File: config.mk
export PLATFORM = sky130hd
export DESIGN_NAME = rsp_fifo_packer
export DESIGN_NICKNAME = d
export VERILOG_FILES = /design/src/rtl/rspf_pkg.sv /design/src/rtl/rspf_pack.sv /design/src/rtl/rspf_fifo.sv /design/src/rtl/rsp_fifo_packer.sv
export SDC_FILE = /design/constraint.sdc
export NUM_CORES = 1
export LEC_CHECK = 0
export BUFFER_PORTS_ARGS = -buffer_cell sky130_fd_sc_hd__buf_2
export CORE_MARGIN = 2
export CORE_UTILIZATION = 60
export DETAILED_ROUTE_END_ITERATION = 12
export HOLD_SLACK_MARGIN = 0.05
export PLACE_DENSITY = 0.79
export SKIP_CTS_REPAIR_TIMING = 1
export SYNTH_ARGS = -nofsm -noshare
export SYNTH_HDL_FRONTEND = slang
export SYNTH_HIERARCHICAL = 1
export SYNTH_SLANG_ARGS = --single-unit
File: constraint.sdc
create_clock -name clk_i -period 5.7 [get_ports clk_i]
set_clock_uncertainty 0.05 [all_clocks]
set_input_delay 0.57 -clock clk_i [delete_from_list [all_inputs] [get_ports clk_i]]
set_output_delay 0.57 -clock clk_i [all_outputs]
set_load 0.05 [all_outputs]
File: src/rtl/rspf_pkg.sv
package rspf_pkg;

  localparam int BYTE_W = 8;
  localparam int IDX_W  = 5;

  localparam logic [2:0] FMT_NONE    = 3'd0;
  localparam logic [2:0] FMT_SHORT_A = 3'd1;
  localparam logic [2:0] FMT_LONG    = 3'd2;
  localparam logic [2:0] FMT_SHORT_B = 3'd3;

  // Byte window that a format keeps: first index and number of bytes.
  typedef struct packed {
    logic [IDX_W-1:0] first;
    logic [IDX_W-1:0] count;
  } win_t;

  function automatic win_t fmt_window(input logic [2:0] fmt);
    win_t w;
    case (fmt)
      FMT_SHORT_A, FMT_SHORT_B: begin w.first = 5'd0; w.count = 5'd6;  end
      FMT_LONG:                 begin w.first = 5'd1; w.count = 5'd16; end
      default:                  begin w.first = 5'd0; w.count = 5'd0;  end
    endcase
    return w;
  endfunction

  function automatic logic fmt_legal(input logic [2:0] fmt);
    return (fmt <= FMT_SHORT_B);
  endfunction

endpackage

File: src/rtl/rspf_pack.sv
module rspf_pack
  import rspf_pkg::*;
(
  input  logic              clk_i,
  input  logic              rst_ni,
  input  logic              start_i,
  input  logic [2:0]        fmt_i,
  input  logic [BYTE_W-1:0] byte_i,
  input  logic              valid_i,
  input  logic              last_i,
  output logic [2*BYTE_W-1:0] word_o,
  output logic              word_we_o,
  output logic              done_o,
  output logic              err_o
);

  localparam logic [IDX_W-1:0] IDX_MAX = '1;

  logic              busy_q, busy_d;
  logic [2:0]        fmt_q, fmt_d;
  logic [IDX_W-1:0]  idx_q, idx_d;
  logic [BYTE_W-1:0] hi_q, hi_d;
  logic              done_q, done_d;
  logic              err_q, err_d;

  win_t             win;
  logic             take;
  logic [IDX_W-1:0] rel;
  logic             in_win;

  always_comb begin
    win    = fmt_window(fmt_q);
    take   = valid_i && busy_q && !start_i;
    rel    = idx_q - win.first;
    in_win = take && (idx_q >= win.first) && (rel < win.count);
  end

  assign word_we_o = in_win && rel[0];
  assign word_o    = {hi_q, byte_i};
  assign done_o    = done_q;
  assign err_o     = err_q;

  // Next-state process
  always_comb begin
    busy_d = busy_q;
    fmt_d  = fmt_q;
    idx_d  = idx_q;
    hi_d   = hi_q;
    done_d = 1'b0;
    err_d  = 1'b0;
    if (start_i) begin
      busy_d = 1'b1;
      fmt_d  = fmt_i;
      idx_d  = '0;
    end else if (take) begin
      idx_d = (idx_q == IDX_MAX) ? idx_q : idx_q + 1'b1;
      if (in_win && !rel[0]) hi_d = byte_i;
      if (last_i) begin
        busy_d = 1'b0;
        done_d = 1'b1;
        err_d  = !fmt_legal(fmt_q);
      end
    end
  end

  // Register process
  always_ff @(posedge clk_i or negedge rst_ni) begin
    if (!rst_ni) begin
      busy_q <= 1'b0;
      fmt_q  <= FMT_NONE;
      idx_q  <= '0;
      hi_q   <= '0;
      done_q <= 1'b0;
      err_q  <= 1'b0;
    end else begin
      busy_q <= busy_d;
      fmt_q  <= fmt_d;
      idx_q  <= idx_d;
      hi_q   <= hi_d;
      done_q <= done_d;
      err_q  <= err_d;
    end
  end

  AST_NONE_NO_WRITE: assert property (@(posedge clk_i) disable iff (!rst_ni)
    (fmt_q == FMT_NONE) |-> !word_we_o);
  AST_ILLEGAL_NO_WRITE: assert property (@(posedge clk_i) disable iff (!rst_ni)
    !fmt_legal(fmt_q) |-> !word_we_o);
  AST_END_ONE_CYCLE: assert property (@(posedge clk_i) disable iff (!rst_ni)
    done_o |=> !done_o);
  AST_ERR_WITH_END: assert property (@(posedge clk_i) disable iff (!rst_ni)
    err_o |-> done_o);

endmodule

File: src/rtl/rspf_fifo.sv
module rspf_fifo #(
  parameter int DEPTH  = 8,
  parameter int WORD_W = 16
) (
  input  logic                   clk_i,
  input  logic                   rst_ni,
  input  logic                   flush_i,
  input  logic                   we_i,
  input  logic [WORD_W-1:0]      wdata_i,
  input  logic                   rd_i,
  output logic [WORD_W-1:0]      rdata_o,
  output logic [$clog2(DEPTH):0] level_o
);

  localparam int PTR_W = $clog2(DEPTH);
  localparam logic [PTR_W:0] FULL_LVL = PTR_W'(DEPTH) | ((PTR_W+1)'(DEPTH));

  logic [WORD_W-1:0] mem_q [DEPTH];
  logic [PTR_W:0]    wp_q, wp_d, rp_q, rp_d;
  logic [PTR_W:0]    level;
  logic              push, pop;

  always_comb begin
    level = wp_q - rp_q;
    push  = we_i && !flush_i && (level != FULL_LVL);
    pop   = rd_i && !flush_i && (level != '0);
  end

  assign level_o = level;
  assign rdata_o = mem_q[rp_q[PTR_W-1:0]];

  // Next-state process
  always_comb begin
    wp_d = wp_q;
    rp_d = rp_q;
    if (push) wp_d = wp_q + 1'b1;
    if (flush_i)  rp_d = wp_q;
    else if (pop) rp_d = rp_q + 1'b1;
  end

  // Register process
  always_ff @(posedge clk_i or negedge rst_ni) begin
    if (!rst_ni) begin
      wp_q <= '0;
      rp_q <= '0;
    end else begin
      wp_q <= wp_d;
      rp_q <= rp_d;
    end
  end

  // Storage: written only on push, no reset
  always_ff @(posedge clk_i) begin
    if (push) mem_q[wp_q[PTR_W-1:0]] <= wdata_i;
  end

  AST_NO_OVERFLOW: assert property (@(posedge clk_i) disable iff (!rst_ni)
    level_o <= FULL_LVL);
  AST_FLUSH_EMPTIES: assert property (@(posedge clk_i) disable iff (!rst_ni)
    flush_i |=> (level_o == '0));
  AST_EMPTY_READ_HOLD: assert property (@(posedge clk_i) disable iff (!rst_ni)
    (rd_i && !we_i && !flush_i && level_o == '0) |=> (level_o == '0) && $stable(rdata_o));
  AST_READ_WRITE_LEVEL: assert property (@(posedge clk_i) disable iff (!rst_ni)
    (rd_i && we_i && !flush_i && level_o != '0) |=> $stable(level_o));

endmodule

File: src/rtl/rsp_fifo_packer.sv
module rsp_fifo_packer #(
  parameter int DEPTH = 8
) (
  input  logic                   clk_i,
  input  logic                   rst_ni,
  input  logic                   cmd_new_i,
  input  logic [2:0]             rsp_fmt_i,
  input  logic [7:0]             rsp_byte_i,
  input  logic                   rsp_valid_i,
  input  logic                   rsp_last_i,
  input  logic                   rd_en_i,
  output logic [15:0]            rd_data_o,
  output logic [$clog2(DEPTH):0] level_o,
  output logic                   cmd_end_o,
  output logic                   fmt_err_o
);

  localparam int WORD_W = 2 * rspf_pkg::BYTE_W;

  logic [WORD_W-1:0] word;
  logic              word_we;

  rspf_pack u_pack (
    .clk_i     (clk_i),
    .rst_ni    (rst_ni),
    .start_i   (cmd_new_i),
    .fmt_i     (rsp_fmt_i),
    .byte_i    (rsp_byte_i),
    .valid_i   (rsp_valid_i),
    .last_i    (rsp_last_i),
    .word_o    (word),
    .word_we_o (word_we),
    .done_o    (cmd_end_o),
    .err_o     (fmt_err_o)
  );

  rspf_fifo #(
    .DEPTH  (DEPTH),
    .WORD_W (WORD_W)
  ) u_fifo (
    .clk_i   (clk_i),
    .rst_ni  (rst_ni),
    .flush_i (cmd_new_i),
    .we_i    (word_we),
    .wdata_i (word),
    .rd_i    (rd_en_i),
    .rdata_o (rd_data_o),
    .level_o (level_o)
  );

  AST_NEW_CMD_NO_END: assert property (@(posedge clk_i) disable iff (!rst_ni)
    cmd_new_i |=> !cmd_end_o);

endmodule

* After elaboration in Yosys (flattened, before gate mapping)
Memory sizes are Yosys's and may differ from the RTL's. Index checks and enable logic that the tools add are counted.
Operators by class: $add $sub $neg 5, order comparisons 3, equal/unequal tests 6, multiplexer cells 17, bitwise operators 1, reduce and logical (&&, ||, !) cells 21
Operators by type and width (number):
- $mux 5 | 3
- $pmux 6 s2 | 1
- $mux 1 | 11
- $logic_and 1x1->1 | 10
- $add 4x1->4 const B | 2
- $mux 4 | 2
- $eq 3x2->1 const B | 2
- $reduce_bool 2->1 | 3
- $add 5x1->5 const B | 1
- $eq 5x5->1 const B | 1
- $ge 5x1->1 | 1
- $lt 5x5->1 | 1
- $sub 5x1->5 | 1
- $ne 4x4->1 const B | 1
- $reduce_and 2->1 | 2
- $reduce_bool 4->1 | 1
- $sub 4x4->4 | 1
- $eq 3x1->1 const B | 1
- $le 3x2->1 const B | 1
- $logic_not 1->1 | 3
- $reduce_and 3->1 | 1
- $ne 2x2->1 const B | 1
- $reduce_or 2->1 | 1
- $not 1->1 | 1
Word-level totals: register bits after elaboration 27, RAM bits 128, input bits 17, word-level logic and storage cells 62, memories kept 1
Memory list:
- u_fifo.mem_q | words 8, bits a word 16, read ports 1, clocked after memory_dff 0, wr ports 1, line rspf_fifo.sv:18 | logic [WORD_W-1:0] mem_q [DEPTH];

* Longest topological paths before layout
word-level depth 11, mapped depth 14, mapped depth without buffers 14

* Hierarchy
Netlist, hierarchy kept.
By module, submodules not included:
- rspf_fifo | times used 1, cells an instance 296, area each 5511.5 um2, sequential area each 4043.9 um2
- rspf_pack | times used 1, cells an instance 86, area each 1012.2 um2, sequential area each 475.5 um2

* Worst setup path after synthesis
Ideal clock, no wire load.
path type register to register, from register u_pack.fmt_q[0], to memory u_fifo.mem_q[2][0] (enable), setup time 0.436 ns, arrival 4.495 ns, data required time 5.214 ns, setup slack 0.719 ns, stages on the path, launching flop included 12, buffers on the path 0, clock period less this slack 4.981 ns, cells stage by stage dfrtp_1 -> nor3b_1 -> ha_1 -> ha_1 -> xor2_1 -> ha_1 -> o221a_2 -> or4b_1 -> a211oi_2 -> inv_1 -> a211o_1 -> nor4b_1
Between the ends: cells in the longest elaborated chain, start to end 11, elaborated cells between the ends (all ways) 15, classes of those cells add/sub: 1; order compare: 2; eq/ne: 3; mux: 3; reduce/logical: 6
RTL lines:
- start, declared | line rspf_pack.sv:20 | logic [2:0] fmt_q, fmt_d;
- start signal, assigned | line rspf_pack.sv:77 | fmt_q <= fmt_d;
- $eq 3x1->1 or $eq 3x2->1 (tied branches) | line rspf_pkg.sv:19 | case (fmt)
- $reduce_or 2->1 | line rspf_pkg.sv:19
- $pmux 6 s2 * | line rspf_pkg.sv:19
- $sub 5x1->5 or $ge 5x1->1 (tied branches) | line rspf_pack.sv:34, rspf_pack.sv:35
- $lt 5x5->1 or $logic_and 1x1->1 (tied branches) | line rspf_pack.sv:35 | in_win = take && (idx_q >= win.first) && (rel < win.count);
- $logic_and 1x1->1 | line rspf_pack.sv:35
- $logic_and 1x1->1 * | line rspf_pack.sv:38 | assign word_we_o = in_win && rel[0];
- net word_we | line rsp_fifo_packer.sv:21 | logic word_we;
- $logic_and 1x1->1 * (2 in series) | line rspf_fifo.sv:25 | push = we_i && !flush_i && (level != FULL_LVL);
- $mux 1 * | line rspf_fifo.sv:54 | if (push) mem_q[wp_q[PTR_W-1:0]] <= wdata_i;
- $mux 1 (implied by the code) * | line rspf_fifo.sv:54
- end, declared | line rspf_fifo.sv:18
Mark *: on every way through the listed nets, which the timed path passes. The rest lies on a longest branch.

* Worst setup path after layout
from register u_pack.fmt_q[0], to memory u_fifo.mem_q[7][10] (enable)
The elaborated chain is that of the path after synthesis.

==> flow_summary.yaml <==
pwr:
  swShare_pct: 36.1
  p_int_uw: 2450
  cellPowerDensity_nw_per_um2: 513
  vdd_drop_max_uv: 279
  seqPwrFrac_pct: 38.3
  leakage_uw: 0.00273
  combPwrFrac_pct: 33.5
  p_sw_uw: 1380
  p_clk_share_pct: 28.2
cells_and_area:
  final_cell_mix: "edfxtp_1 (128), nand2_1 (60), buf_2 (38)"
  final_cells: 580
  final_common_cell: "edfxtp_1"
  syn2layout_area_growth_pct: 14.6
  antennaDiodeCount: 0
  nNetsFinal: 456
  drive_above_1_share_pct: 32.5
placement:
  dp_slack_ns: 1.49
  io_buffers: 38
  dp_hpwl_um: 7530
  dp.cells: 548
  gp_congestion: 0.791
synthesis:
  yosysWarnings: 6
  synth_seq_cells: 155
  async_reset_ff_share_pct: 17.4
  yosys.area_share.simple_pct: 7.79
  synth_xor_area_share_pct: 1.99
  synth-compound-area-share_pct: 2.05
  synth-edff-count: 128
  synth_fp_nets: 411
  yosysSeqAreaShare_pct: 69.3
  synth_mux_area_share_pct: 13.8
  synth_area_sq_um: 6520
  synth_fa_ha_area_share_pct: 2.42
  synth-main-ff-cell: "edfxtp_1"
  avgSynthCellArea_sq_um: 17.1
  synth_cell_type_count: 47
  synthCells: 382
  synth_top_family_by_area: "multiplexers"
setup_path:
  cp_common_cell: "ha_1"
  crit_slowest_cell: "inv_1"
  crit_path_max_fanout: 16
  crit_chain: "nor3b_1 -> ha_1 -> ha_1 -> xor2_1 -> ha_1 -> o221a_2 -> or4b_1 -> a211oi_2 -> inv_1 -> a311oi_4 -> nand4_2 -> inv_1"
  cp-end-kind: "flop"
  max_stage_delay_ns: 0.56
  startpoint_type: "flop"
  required_ns: 5.80
  arrival_ns: 4.36
  crit_type: "flop to flop"
clock_network:
  cts.sinks: 155
  clk_latency_ns: 0.52
  htree_num_levels: 4
  cts_buffer_depth: 2
  numCtsBuffers: 17
  cts_tree: "yes"
  clkTransAtPathRegs_ns: 0.06
  clock-root-buffer: "clkbuf_8"
routing:
  drc: 0
  routed_wl_um: 12300
  ant_nets: 0
  viasPerCell: 5.87
  drt_pass1_iterations: 5
  routedWlPerCell_um: 21.2
  first_iter_violations: 290
  num_vias: 3406
timing:
  setup_viol: 0
  layout_min_cycle_time_ns: 4.26
  setup_ws_ns: 1.44
  final.setup.tns_ns: 0
  rsz0062_at_grt: "no"
  relSlewSlack_pct: 53.3
  final-hold-violation-count: 0
  maxSlewViolCount: 0
  worst_pin_slew_ns: 0.700
  max_freq_mhz: 235
  finalCritPeriodShare_pct: 74.7
hold_path:
  min_path_type: "input pin to async pin"
global_routing:
  grt.met2_usage_pct: 38.8
  track_usage_pct: 23.3
  grt_pass1_wl_um: 19400
  busiest_layer: "met2"
  grt_max_degree: 37
  grt_pass1_vias: 3577
  met3_usage_pct: 5.61
  antenna_found_initial: 0
  grt-ovfl-total: 0
  grtUsageMet1_pct: 31.1
job:
  maxCapViolations: 0
floorplan:
  die_w_um: 108
  start_util_pct: 60.7
  dieArea_sq_um: 11700
  core_area_sq_um: 10700
  num_rows: 38
  ioPinCount: 39
  die_h_um: 108
status:
  outcome: "complete, no violations"
## worst max-delay path: cells and delay by family, from the launching register on
kind / cells / cell delay, ns
fa+ha+maj: 3 / 0.67
buf+inv: 2 / 0.67
compound gates: 3 / 0.94
simple gates: 3 / 1.00
flops: 1 / 0.40
xor+xnor: 1 / 0.16
## final timing paths
kind | startpoint | end | slack [ns] | cells past startpoint
max | u_pack/fmt_q[0] | u_fifo/mem_q[7][10] | 1.44 | 12
min | rst_ni | u_pack/idx_q[2] | 0.01 | 1
max reg2reg | u_pack/fmt_q[0] | u_fifo/mem_q[7][10] | 1.44 | 12
min reg2reg | u_pack/fmt_q[1] | u_pack/fmt_q[1] | 0.45 | 1
max in group asynchronous | rst_ni | u_fifo/rp_q[0] | 5.13 | 1
min in group clk_i | rsp_fmt_i[2] | u_pack/fmt_q[2] | 0.24 | 2
## per-layer routing
| metal | vias to the layer above | wire length (um) | share of wire (%) |
|---|---|---|---|
| li1 | 1531 | - | - |
| met1 | 1736 | 4960 | 40 |
| met2 | 127 | 6470 | 53 |
| met3 | 12 | 751 | 6.1 |
| met4 | 0 | 120 | 0.98 |
| met5 | - | 0 | 0 |
## cell usage after synthesis, drive strengths merged (5+ instances only)
cell / number / area, sq um
mux4: 32 / 721
ha: 11 / 138
nor3: 5 / 47.5
xor2: 6 / 60.1
buf: 13 / 85.1
mux2: 14 / 158
nor2: 9 / 33.8
nand2: 61 / 231
clkbuf: 13 / 50.0
dfrtp: 27 / 676
xnor2: 8 / 70.1
edfxtp: 128 / 3840
inv: 10 / 37.5
## cell families (layout without fill, tap and decap cells)
| kind of cell | Yosys count | after routing |
|---|---|---|
| buffers and inverters | 37 | 95 |
| AND/OR/NAND/NOR | 101 | 101 |
| flip-flops | 155 | 155 |
| multiplexers | 48 | 48 |
| AO/OA/AOI/OAI | 15 | 15 |
| adder cells (fa/ha/maj) | 12 | 12 |
| XOR/XNOR | 14 | 14 |
## cell type report
class / instances / area (sq um)
sequential: 155 / 4520
fill: 683 / 3270
multi-input combinational: 190 / 1860
clock buffer: 24 / 504
timing repair buffer: 52 / 295
tap: 140 / 175
clock inverter: 8 / 80.1
inverter: 11 / 41.3
## state kept, by name, indices dropped and copies added, names as in the netlist
| register | count |
|---|---|
| u_pack/err_o | 1 |
| u_pack/busy_q | 1 |
| u_fifo/rp_q | 4 |
| u_pack/done_o | 1 |
| u_pack/idx_q | 5 |
| u_pack/hi_q | 8 |
| u_fifo/wp_q | 4 |
| u_pack/fmt_q | 3 |
| u_fifo/mem_q | 128 |
## through the flow
stage	hold WS, ns	utilization (%)	instance area (sq um)	total power, uW
after floorplan	0.224	-	6520	2490
after global placement	0.431	64.2	6890	2750
after detailed placement	0.439	64.2	6890	2780
after CTS	0.0171	69.6	7480	3870
after global routing	0.0637	69.6	7480	4010
final	0.0147	69.6	7480	3840
## power by group through the flow
stage	logic, uW	registers [uW]	clock network [uW]
after floorplan	1060	1430	0
after global placement	1270	1480	0
after detailed placement	1290	1490	0
after CTS	1300	1470	1100
after global routing	1380	1490	1150
final	1280	1470	1080
(Power assumes the default switching activity.)
